$ cat src/rtl/pt_mmu_pkg.sv
package pt_mmu_pkg;
   localparam int PTE_W      = 32;
   localparam int PTE_SP_BIT = 31;
   localparam int PTE_WR_BIT = 29;
   localparam int PTE_V_BIT  = 28;

   localparam int FLT_N  = 3;
   localparam int FI_INV = 0;
   localparam int FI_WV  = 1;
   localparam int FI_CAP = 2;

   localparam int CTL_W       = 7;
   localparam int CB_INV_CHK  = 0;
   localparam int CB_INV_AB   = 1;
   localparam int CB_INV_IE   = 2;
   localparam int CB_WV_AB    = 3;
   localparam int CB_WV_IE    = 4;
   localparam int CB_CAP_AB   = 5;
   localparam int CB_CAP_IE   = 6;
   localparam int CB_CLR      = 8;
   localparam int CB_BUSY     = 9;

   localparam logic [2:0] RA_CTL   = 3'd0;
   localparam logic [2:0] RA_BASE  = 3'd1;
   localparam logic [2:0] RA_SCR   = 3'd2;
   localparam logic [2:0] RA_CAUSE = 3'd3;
   localparam logic [2:0] RA_FVA   = 3'd4;

   typedef enum logic [1:0] {ST_IDLE, ST_FETCH, ST_DONE} walk_st_e;
endpackage

$ cat src/rtl/pt_mmu_regs.sv
module pt_mmu_regs
   import pt_mmu_pkg::*;
#(
   parameter int ADDR_W = 32,
   parameter int VPN_W  = 20
) (
   input  logic              clk,
   input  logic              rst_n,
   input  logic              reg_we,
   input  logic [2:0]        reg_addr,
   input  logic [ADDR_W-1:0] reg_wdata,
   output logic [ADDR_W-1:0] reg_rdata,
   input  logic              clr_ok,
   input  logic [FLT_N-1:0]  flt_set,
   input  logic [ADDR_W-1:0] flt_va,
   output logic              inv_chk,
   output logic [FLT_N-1:0]  abt_en,
   output logic [VPN_W-1:0]  tbase,
   output logic [VPN_W-1:0]  scr_ppn,
   output logic              scr_en,
   output logic              clr_busy,
   output logic              clr_fire,
   output logic              irq
);
   logic [CTL_W-1:0]  ctl;
   logic [FLT_N-1:0]  cause, irq_en, w1c;
   logic [ADDR_W-1:0] fva;
   logic              wr_ctl;

   assign wr_ctl   = reg_we && (reg_addr == RA_CTL);
   assign w1c      = (reg_we && reg_addr == RA_CAUSE) ? reg_wdata[FLT_N-1:0] : '0;
   assign clr_fire = clr_busy && clr_ok;
   assign inv_chk  = ctl[CB_INV_CHK];
   assign abt_en   = {ctl[CB_CAP_AB], ctl[CB_WV_AB], ctl[CB_INV_AB]};
   assign irq_en   = {ctl[CB_CAP_IE], ctl[CB_WV_IE], ctl[CB_INV_IE]};
   assign irq      = |(cause & irq_en);

   always_ff @(posedge clk or negedge rst_n) begin
      if (!rst_n) begin
         ctl      <= '0;
         tbase    <= '0;
         scr_ppn  <= '0;
         scr_en   <= 1'b0;
         clr_busy <= 1'b0;
         cause    <= '0;
         fva      <= '0;
      end else begin
         if (wr_ctl) ctl <= reg_wdata[CTL_W-1:0];
         if (reg_we && reg_addr == RA_BASE) tbase <= reg_wdata[VPN_W-1:0];
         if (reg_we && reg_addr == RA_SCR) begin
            scr_ppn <= reg_wdata[VPN_W-1:0];
            scr_en  <= reg_wdata[ADDR_W-1];
         end
         if (wr_ctl && reg_wdata[CB_CLR]) clr_busy <= 1'b1;
         else if (clr_fire)               clr_busy <= 1'b0;
         cause <= (cause & ~w1c) | flt_set;
         if (|flt_set) fva <= flt_va;
      end
   end

   always_comb begin
      reg_rdata = '0;
      unique case (reg_addr)
         RA_CTL: begin
            reg_rdata[CTL_W-1:0] = ctl;
            reg_rdata[CB_BUSY]   = clr_busy;
         end
         RA_BASE:  reg_rdata[VPN_W-1:0] = tbase;
         RA_SCR: begin
            reg_rdata[VPN_W-1:0]  = scr_ppn;
            reg_rdata[ADDR_W-1]   = scr_en;
         end
         RA_CAUSE: reg_rdata[FLT_N-1:0] = cause;
         RA_FVA:   reg_rdata = fva;
         default:  reg_rdata = '0;
      endcase
   end
endmodule

$ cat src/rtl/pt_mmu_tlb.sv
module pt_mmu_tlb #(
   parameter int VPN_W   = 20,
   parameter int ENTRIES = 8,
   parameter int SP_BITS = 8,
   localparam int IDX_W  = (ENTRIES > 1) ? $clog2(ENTRIES) : 1
) (
   input  logic             clk,
   input  logic             rst_n,
   input  logic [VPN_W-1:0] lk_vpn,
   output logic             hit,
   output logic [VPN_W-1:0] hit_ppn,
   output logic             hit_wr,
   input  logic             fill_en,
   input  logic [VPN_W-1:0] fill_ppn,
   input  logic             fill_sp,
   input  logic             fill_wr,
   input  logic             clr
);
   logic [ENTRIES-1:0] vld, sp, wr, match;
   logic [VPN_W-1:0]   tag [ENTRIES];
   logic [VPN_W-1:0]   ppn [ENTRIES];
   logic [VPN_W-1:0]   eff [ENTRIES];
   logic [IDX_W-1:0]   ptr;

   for (genvar g = 0; g < ENTRIES; g++) begin : g_ent
      assign match[g] = vld[g] && (sp[g]
                        ? (tag[g][VPN_W-1:SP_BITS] == lk_vpn[VPN_W-1:SP_BITS])
                        : (tag[g] == lk_vpn));
      assign eff[g]   = sp[g] ? {ppn[g][VPN_W-1:SP_BITS], lk_vpn[SP_BITS-1:0]} : ppn[g];
   end

   always_comb begin
      hit     = |match;
      hit_ppn = '0;
      hit_wr  = 1'b0;
      for (int i = 0; i < ENTRIES; i++) begin
         hit_ppn = hit_ppn | (eff[i] & {VPN_W{match[i]}});
         hit_wr  = hit_wr  | (wr[i] & match[i]);
      end
   end

   always_ff @(posedge clk or negedge rst_n) begin
      if (!rst_n) begin
         vld <= '0;
         sp  <= '0;
         wr  <= '0;
         ptr <= '0;
         for (int i = 0; i < ENTRIES; i++) begin
            tag[i] <= '0;
            ppn[i] <= '0;
         end
      end else if (clr) begin
         vld <= '0;
      end else if (fill_en) begin
         for (int i = 0; i < ENTRIES; i++) begin
            if (ptr == IDX_W'(i)) begin
               vld[i] <= 1'b1;
               sp[i]  <= fill_sp;
               wr[i]  <= fill_wr;
               tag[i] <= lk_vpn;
               ppn[i] <= fill_ppn;
            end
         end
         ptr <= (ptr == IDX_W'(ENTRIES-1)) ? '0 : ptr + 1'b1;
      end
   end
endmodule

$ cat src/rtl/pt_mmu_walk.sv
module pt_mmu_walk
   import pt_mmu_pkg::*;
#(
   parameter int ADDR_W    = 32,
   parameter int PAGE_BITS = 12,
   parameter int SP_BITS   = 8,
   localparam int VPN_W    = ADDR_W - PAGE_BITS
) (
   input  logic              clk,
   input  logic              rst_n,
   input  logic              req_valid,
   input  logic [ADDR_W-1:0] req_addr,
   input  logic              req_write,
   output logic              resp_valid,
   output logic [ADDR_W-1:0] resp_addr,
   output logic              resp_abort,
   output logic              pte_rd_req,
   output logic [ADDR_W-1:0] pte_rd_addr,
   input  logic              pte_rd_ack,
   input  logic [PTE_W-1:0]  pte_rd_data,
   input  logic              tlb_hit,
   input  logic [VPN_W-1:0]  tlb_ppn,
   input  logic              tlb_wr,
   output logic              fill_en,
   output logic [VPN_W-1:0]  fill_ppn,
   output logic              fill_sp,
   output logic              fill_wr,
   input  logic [VPN_W-1:0]  tbase,
   input  logic [VPN_W-1:0]  scr_ppn,
   input  logic              scr_en,
   input  logic              inv_chk,
   input  logic [FLT_N-1:0]  abt_en,
   input  logic              clr_busy,
   output logic [FLT_N-1:0]  flt_set,
   output logic              clr_ok
);
   walk_st_e                 st;
   logic [VPN_W-1:0]         vpn, dat_ppn, src_ppn;
   logic [PAGE_BITS-1:0]     off;
   logic [ADDR_W:0]          pte_sum;
   logic                     cap, src_v, src_w, accept, go_done, go_fetch, abort_d, abort_q;
   logic [FLT_N-1:0]         f;
   logic [ADDR_W-1:0]        phys_d;

   always_comb begin
      vpn     = req_addr[ADDR_W-1:PAGE_BITS];
      off     = req_addr[PAGE_BITS-1:0];
      pte_sum = {1'b0, tbase, {PAGE_BITS{1'b0}}} + (ADDR_W+1)'({vpn, 2'b00});
      cap     = pte_sum[ADDR_W];
      dat_ppn = pte_rd_data[PTE_SP_BIT]
                ? {pte_rd_data[VPN_W-1:SP_BITS], vpn[SP_BITS-1:0]}
                : pte_rd_data[VPN_W-1:0];
      if (st == ST_FETCH) begin
         src_ppn = dat_ppn;
         src_v   = pte_rd_data[PTE_V_BIT];
         src_w   = pte_rd_data[PTE_WR_BIT];
      end else begin
         src_ppn = cap ? '0 : tlb_ppn;
         src_v   = 1'b1;
         src_w   = tlb_wr;
      end
      f         = '0;
      f[FI_CAP] = cap;
      f[FI_INV] = !cap && !src_v && inv_chk;
      f[FI_WV]  = !cap && src_v && req_write && !src_w;
      phys_d    = (|f && scr_en) ? {scr_ppn, off} : {src_ppn, off};
      abort_d   = !scr_en && |(f & abt_en);
      accept    = (st == ST_IDLE) && req_valid && !clr_busy;
      go_done   = (accept && (cap || tlb_hit)) || (st == ST_FETCH && pte_rd_ack);
      go_fetch  = accept && !cap && !tlb_hit;
   end

   assign flt_set     = go_done ? f : '0;
   assign fill_en     = (st == ST_FETCH) && pte_rd_ack && pte_rd_data[PTE_V_BIT];
   assign fill_ppn    = pte_rd_data[VPN_W-1:0];
   assign fill_sp     = pte_rd_data[PTE_SP_BIT];
   assign fill_wr     = pte_rd_data[PTE_WR_BIT];
   assign pte_rd_req  = (st == ST_FETCH);
   assign pte_rd_addr = pte_sum[ADDR_W-1:0];
   assign clr_ok      = (st != ST_FETCH);
   assign resp_valid  = (st == ST_DONE);
   assign resp_abort  = resp_valid && abort_q;

   always_ff @(posedge clk or negedge rst_n) begin
      if (!rst_n) begin
         st        <= ST_IDLE;
         resp_addr <= '0;
         abort_q   <= 1'b0;
      end else begin
         unique case (st)
            ST_IDLE:  if (go_done) st <= ST_DONE; else if (go_fetch) st <= ST_FETCH;
            ST_FETCH: if (pte_rd_ack) st <= ST_DONE;
            default:  st <= ST_IDLE;
         endcase
         if (go_done) begin
            resp_addr <= phys_d;
            abort_q   <= abort_d;
         end
      end
   end
endmodule

$ cat src/rtl/pt_mmu.sv
module pt_mmu
   import pt_mmu_pkg::*;
#(
   parameter int ADDR_W      = 32,
   parameter int PAGE_BITS   = 12,
   parameter int SP_BITS     = 8,
   parameter int TLB_ENTRIES = 8
) (
   input  logic              clk,
   input  logic              rst_n,
   input  logic              req_valid,
   input  logic [ADDR_W-1:0] req_addr,
   input  logic              req_write,
   output logic              resp_valid,
   output logic [ADDR_W-1:0] resp_addr,
   output logic              resp_abort,
   output logic              pte_rd_req,
   output logic [ADDR_W-1:0] pte_rd_addr,
   input  logic              pte_rd_ack,
   input  logic [PTE_W-1:0]  pte_rd_data,
   input  logic              reg_we,
   input  logic [2:0]        reg_addr,
   input  logic [ADDR_W-1:0] reg_wdata,
   output logic [ADDR_W-1:0] reg_rdata,
   output logic              irq
);
   localparam int VPN_W = ADDR_W - PAGE_BITS;

   if (VPN_W > PTE_V_BIT || VPN_W <= SP_BITS || TLB_ENTRIES < 2 || ADDR_W > PTE_W)
      $error("pt_mmu: parameter set does not fit the entry layout");

   logic              tlb_hit, tlb_wr, fill_en, fill_sp, fill_wr;
   logic              inv_chk, scr_en, clr_busy, clr_fire, clr_ok;
   logic [VPN_W-1:0]  tlb_ppn, fill_ppn, tbase, scr_ppn;
   logic [FLT_N-1:0]  abt_en, flt_set;

   pt_mmu_regs #(.ADDR_W(ADDR_W), .VPN_W(VPN_W)) regs_i (
      .clk, .rst_n, .reg_we, .reg_addr, .reg_wdata, .reg_rdata,
      .clr_ok, .flt_set, .flt_va(req_addr), .inv_chk, .abt_en,
      .tbase, .scr_ppn, .scr_en, .clr_busy, .clr_fire, .irq);

   pt_mmu_tlb #(.VPN_W(VPN_W), .ENTRIES(TLB_ENTRIES), .SP_BITS(SP_BITS)) tlb_i (
      .clk, .rst_n, .lk_vpn(req_addr[ADDR_W-1:PAGE_BITS]), .hit(tlb_hit),
      .hit_ppn(tlb_ppn), .hit_wr(tlb_wr), .fill_en, .fill_ppn, .fill_sp,
      .fill_wr, .clr(clr_fire));

   pt_mmu_walk #(.ADDR_W(ADDR_W), .PAGE_BITS(PAGE_BITS), .SP_BITS(SP_BITS)) walk_i (
      .clk, .rst_n, .req_valid, .req_addr, .req_write, .resp_valid, .resp_addr,
      .resp_abort, .pte_rd_req, .pte_rd_addr, .pte_rd_ack, .pte_rd_data,
      .tlb_hit, .tlb_ppn, .tlb_wr, .fill_en, .fill_ppn, .fill_sp, .fill_wr,
      .tbase, .scr_ppn, .scr_en, .inv_chk, .abt_en, .clr_busy, .flt_set, .clr_ok);
endmodule

$ cat config.mk
export PLATFORM = sky130hd
export DESIGN_NAME = pt_mmu
export DESIGN_NICKNAME = d
export VERILOG_FILES = /design/src/rtl/pt_mmu_pkg.sv /design/src/rtl/pt_mmu_regs.sv /design/src/rtl/pt_mmu_tlb.sv /design/src/rtl/pt_mmu_walk.sv /design/src/rtl/pt_mmu.sv
export SDC_FILE = /design/constraint.sdc
export NUM_CORES = 1
export LEC_CHECK = 0
export ABC_CLOCK_PERIOD_IN_PS = 6400
export BUFFER_PORTS_ARGS = -buffer_cell sky130_fd_sc_hd__buf_4
export CAP_MARGIN = 20
export CORE_MARGIN = 10
export CORE_UTILIZATION = 56
export DETAILED_ROUTE_END_ITERATION = 10
export GPL_ROUTABILITY_DRIVEN = 1
export HOLD_SLACK_MARGIN = 0.02
export MAX_ROUTING_LAYER = met4
export PLACE_DENSITY_LB_ADDON = 0.2
export SLEW_MARGIN = 20
export SYNTH_ARGS = -nofsm -noshare
export SYNTH_HDL_FRONTEND = slang
export SYNTH_SLANG_ARGS = --single-unit
$ cat constraint.sdc
create_clock -name clk -period 6.4 [get_ports clk]
set_input_delay 0.64 -clock clk [delete_from_list [all_inputs] [get_ports clk]]
set_output_delay 0.64 -clock clk [all_outputs]
set_load 0.1 [all_outputs]
==> results.cfg <==
[worst_setup_path]
max_stage_delay_ps = 1080
cp_top_family = compound AO/OA/AOI/OAI gates
cpMaxStageDelayCell = a2111oi_0
cp-startpoint = regs_i.tbase[0]$_DFFE_PN0P_
reg2reg_from = regs_i.tbase[0]$_DFFE_PN0P_
cp_data_required_time_ps = 6820
cp-endpoint = walk_i.resp_addr[23]$_DFFE_PN0P_
cp-start-kind = register
crit_path_cell_trace = ha_1 > inv_1 > fa_1 > nor2b_1 > o21ai_0 > a21boi_1 > o2111ai_1 > a21oi_2 > buf_4 > o21a_1 > a2111oi_0 > o21ai_1
worst-setup-path-type = reg -> reg
cp.depth = 12
endpoint_kind = register
r2r_slack_ps = 2140
r2r-end = walk_i.resp_addr[23]$_DFFE_PN0P_
crit_arrival_ps = 4690
path_max_fanout = 28
path_buf_inv = 2
r2r_cells = 12

[power_and_ir_drop]
p_per_area_mw_per_mm2 = 471
p_int_mw = 7.77
switching_share = 0.390
switchingPower_mw = 4.97
p_total_mw = 12.7
seqPwrFrac = 0.402
share_comb_of_total_power = 0.365
clock_power_share = 0.233
vdd_drop_max_mv = 0.346
p_leak_nw = 12.3

[placed_design]
place_area_sq_mm = 0.0253
io_buffers = 182
place_ws_ps = 1830
hpwl_mm = 41.9
gp_congestion = 0.890
dp_cells = 2565

[drt]
drtPass1Iterations = 8
drc = 0
vias_per_cell = 6.25
avgRoutedWirePerCell_um = 24.3
num_vias = 16600
first_iter_violations = 1541
routed_wl_mm = 64.5
ant_nets = 0

[clock_network]
cts_made_buffers = 50
cts_tree = yes
cts_num_sinks = 466
path_clk_slew_ps = 60
cts_setup_buffers = 0
clock_latency_ps = 590
cts-htree-levels = 2
cts_root_buf = clkbuf_16
cts.path.max_buffers = 3
post_cts_resized = 0
postCtsHoldBufs = 0

[global_route]
grt_max_degree = 192
grt_antenna_before_repair = 3
grt.total_usage = 0.256
grt_pass1_vias = 17100
grt-ovfl-total = 0
grt_pass1_wl_mm = 99.8

[floorplanning]
coreArea_sq_mm = 0.0419
die_area_sq_mm = 0.0512
die_w_um = 226
initial_core_util = 0.568
ioPinCount = 205
row_count = 75
die_h_um = 226

[sta]
relSlewSlack = 0.252
tns_ps = 0
hold_viol_final = 0
rsz0062_at_grt = false
fin_worst_skew_ps = 9.88
fin_ws_ps = 2140
drv_slew = 0
period_needed_ps = 4260
fmax_ghz = 0.234
timing.final.crit_share = 0.666
hold_slack_ps = 134
tightestPinTransition_ps = 1090
finalSetupViolCount = 0

[final_layout]
multi_input_area_sq_mm = 0.0112
seq_area_sq_mm = 0.0117
final_cell_mix = 466 x dfrtp_1, 380 x mux2_2, 208 x buf_4
layout_commonest_cell = dfrtp_1
final_cell_area_sq_mm = 0.0270
utilization = 0.645
layout-drive-gt1-share = 0.351
nets = 2201
area_growth_pct = 13.6
stdcell_count = 2659
fillers = 3247

[yosys]
seq_area_frac_synth = 0.490
avgSynthCellArea_sq_um = 12.0
async_flop_share = 1.00
ys_ff_latch = 466
netlist.top_cell.by_area = dfrtp_1
ys_types = 73
synth_edf_count = 0
synth_top_area_frac = 0.490
yosys_warnings = 0
syn_inst = 1981
netlist_top_cells_area = dfrtp_1 49%, mux2_2 18%, xor2_1 5.6%
synth_flop_cell = dfrtp_1
syn_area_sq_mm = 0.0238

[flow_run]
maxCapViolCount = 0

[hold_path]
hold_path_class = in -> async

[run_status]
status = complete, no violations
==> metal layers <==
| metal | GRT usage | up-vias | wire length, um |
|---|---|---|---|
| li1 | - | 7339 | - |
| met1 | 0.331 | 8612 | 27600 |
| met2 | 0.412 | 534 | 31500 |
| met3 | 0.0322 | 130 | 3390 |
| met4 | 0.0885 | 0 | 2030 |
| met5 | - | - | 0 |
==> registers in the layout (all words and copies together) (netlist names) <==
register	count
tlb_i.wr	8
tlb_i.tag	160
tlb_i.sp	8
tlb_i.ppn	160
tlb_i.vld	8
walk_i.abort_q	1
regs_i.scr_en	1
regs_i.ctl	7
walk_i.resp_addr	32
regs_i.scr_ppn	20
tlb_i.ptr	3
regs_i.tbase	20
regs_i.fva	32
regs_i.cause	3
walk_i.st	2
regs_i.clr_busy	1
==> cells by family after synthesis <==
logic type / count (synthesis) / synth area share
buffers and inverters: 195 / 0.0404
adder cells (fa/ha/maj): 17 / 0.00925
XOR/XNOR: 174 / 0.0640
AND/OR/NAND/NOR: 398 / 0.0905
AO/OA/AOI/OAI: 244 / 0.0747
other: 1 / 0.000158
multiplexers: 486 / 0.231
flip-flops: 466 / 0.490
==> cell type report <==
type                            instances  area share
Timing Repair Buffer                  213      0.0612
Inverter                               27     0.00384
Clock buffer                           70      0.0547
Multi-Input combinational cell       1321       0.416
Tap cell                              539      0.0249
Clock inverter                         20     0.00764
Antenna cell                            3    0.000278
Sequential cell                       466       0.431
==> cell usage after synthesis, types with 25 or more instances <==
master     number
buf_4          25
o21ai_0        43
nor2_1         42
nand2_1       131
clkbuf_1       85
mux2_2        380
a2111oi_0      32
nor3_1         40
inv_1          26
dfrtp_1       466
mux2_4         30
mux2i_1        75
xor2_1        153
a22oi_1        36
buf_2          38
nor4_1         50
==> worst reg2reg max path: cells and delay by family (launching register included) <==
kind | cells | cell delay [ps]
compound gates | 7 | 2800
fa+ha+maj | 2 | 430
simple gates | 1 | 60
flops | 1 | 440
buf+inv | 2 | 380
==> power by group through the flow <==
stage	registers (mW)	clock network [mW]	logic, mW
floorplan	5.48	0	3.09
global placement	5.06	0	4.52
detailed placement	5.13	0	4.65
CTS	5.09	3.01	4.66
global route	5.25	3.13	4.94
finish	5.12	2.96	4.65
==> how the worst min path moves through the flow <==
stage | endpoint | slack, ps | depth (start not counted)
2_1_floorplan | regs_i.cause[0]$_DFF_PN0_ | 340 | 0
3_3_place_gp | walk_i.st[0]$_DFFE_PN0P_ | 440 | 1
3_5_place_dp | walk_i.st[0]$_DFFE_PN0P_ | 450 | 1
4_1_cts | tlb_i.ppn[109]$_DFFE_PN0P_ | 190 | 1
5_1_grt | tlb_i.ppn[12]$_DFFE_PN0P_ | 220 | 1
6_report | tlb_i.ppn[12]$_DFFE_PN0P_ | 130 | 1
No activity file was read; power rests on OpenSTA's default activity.
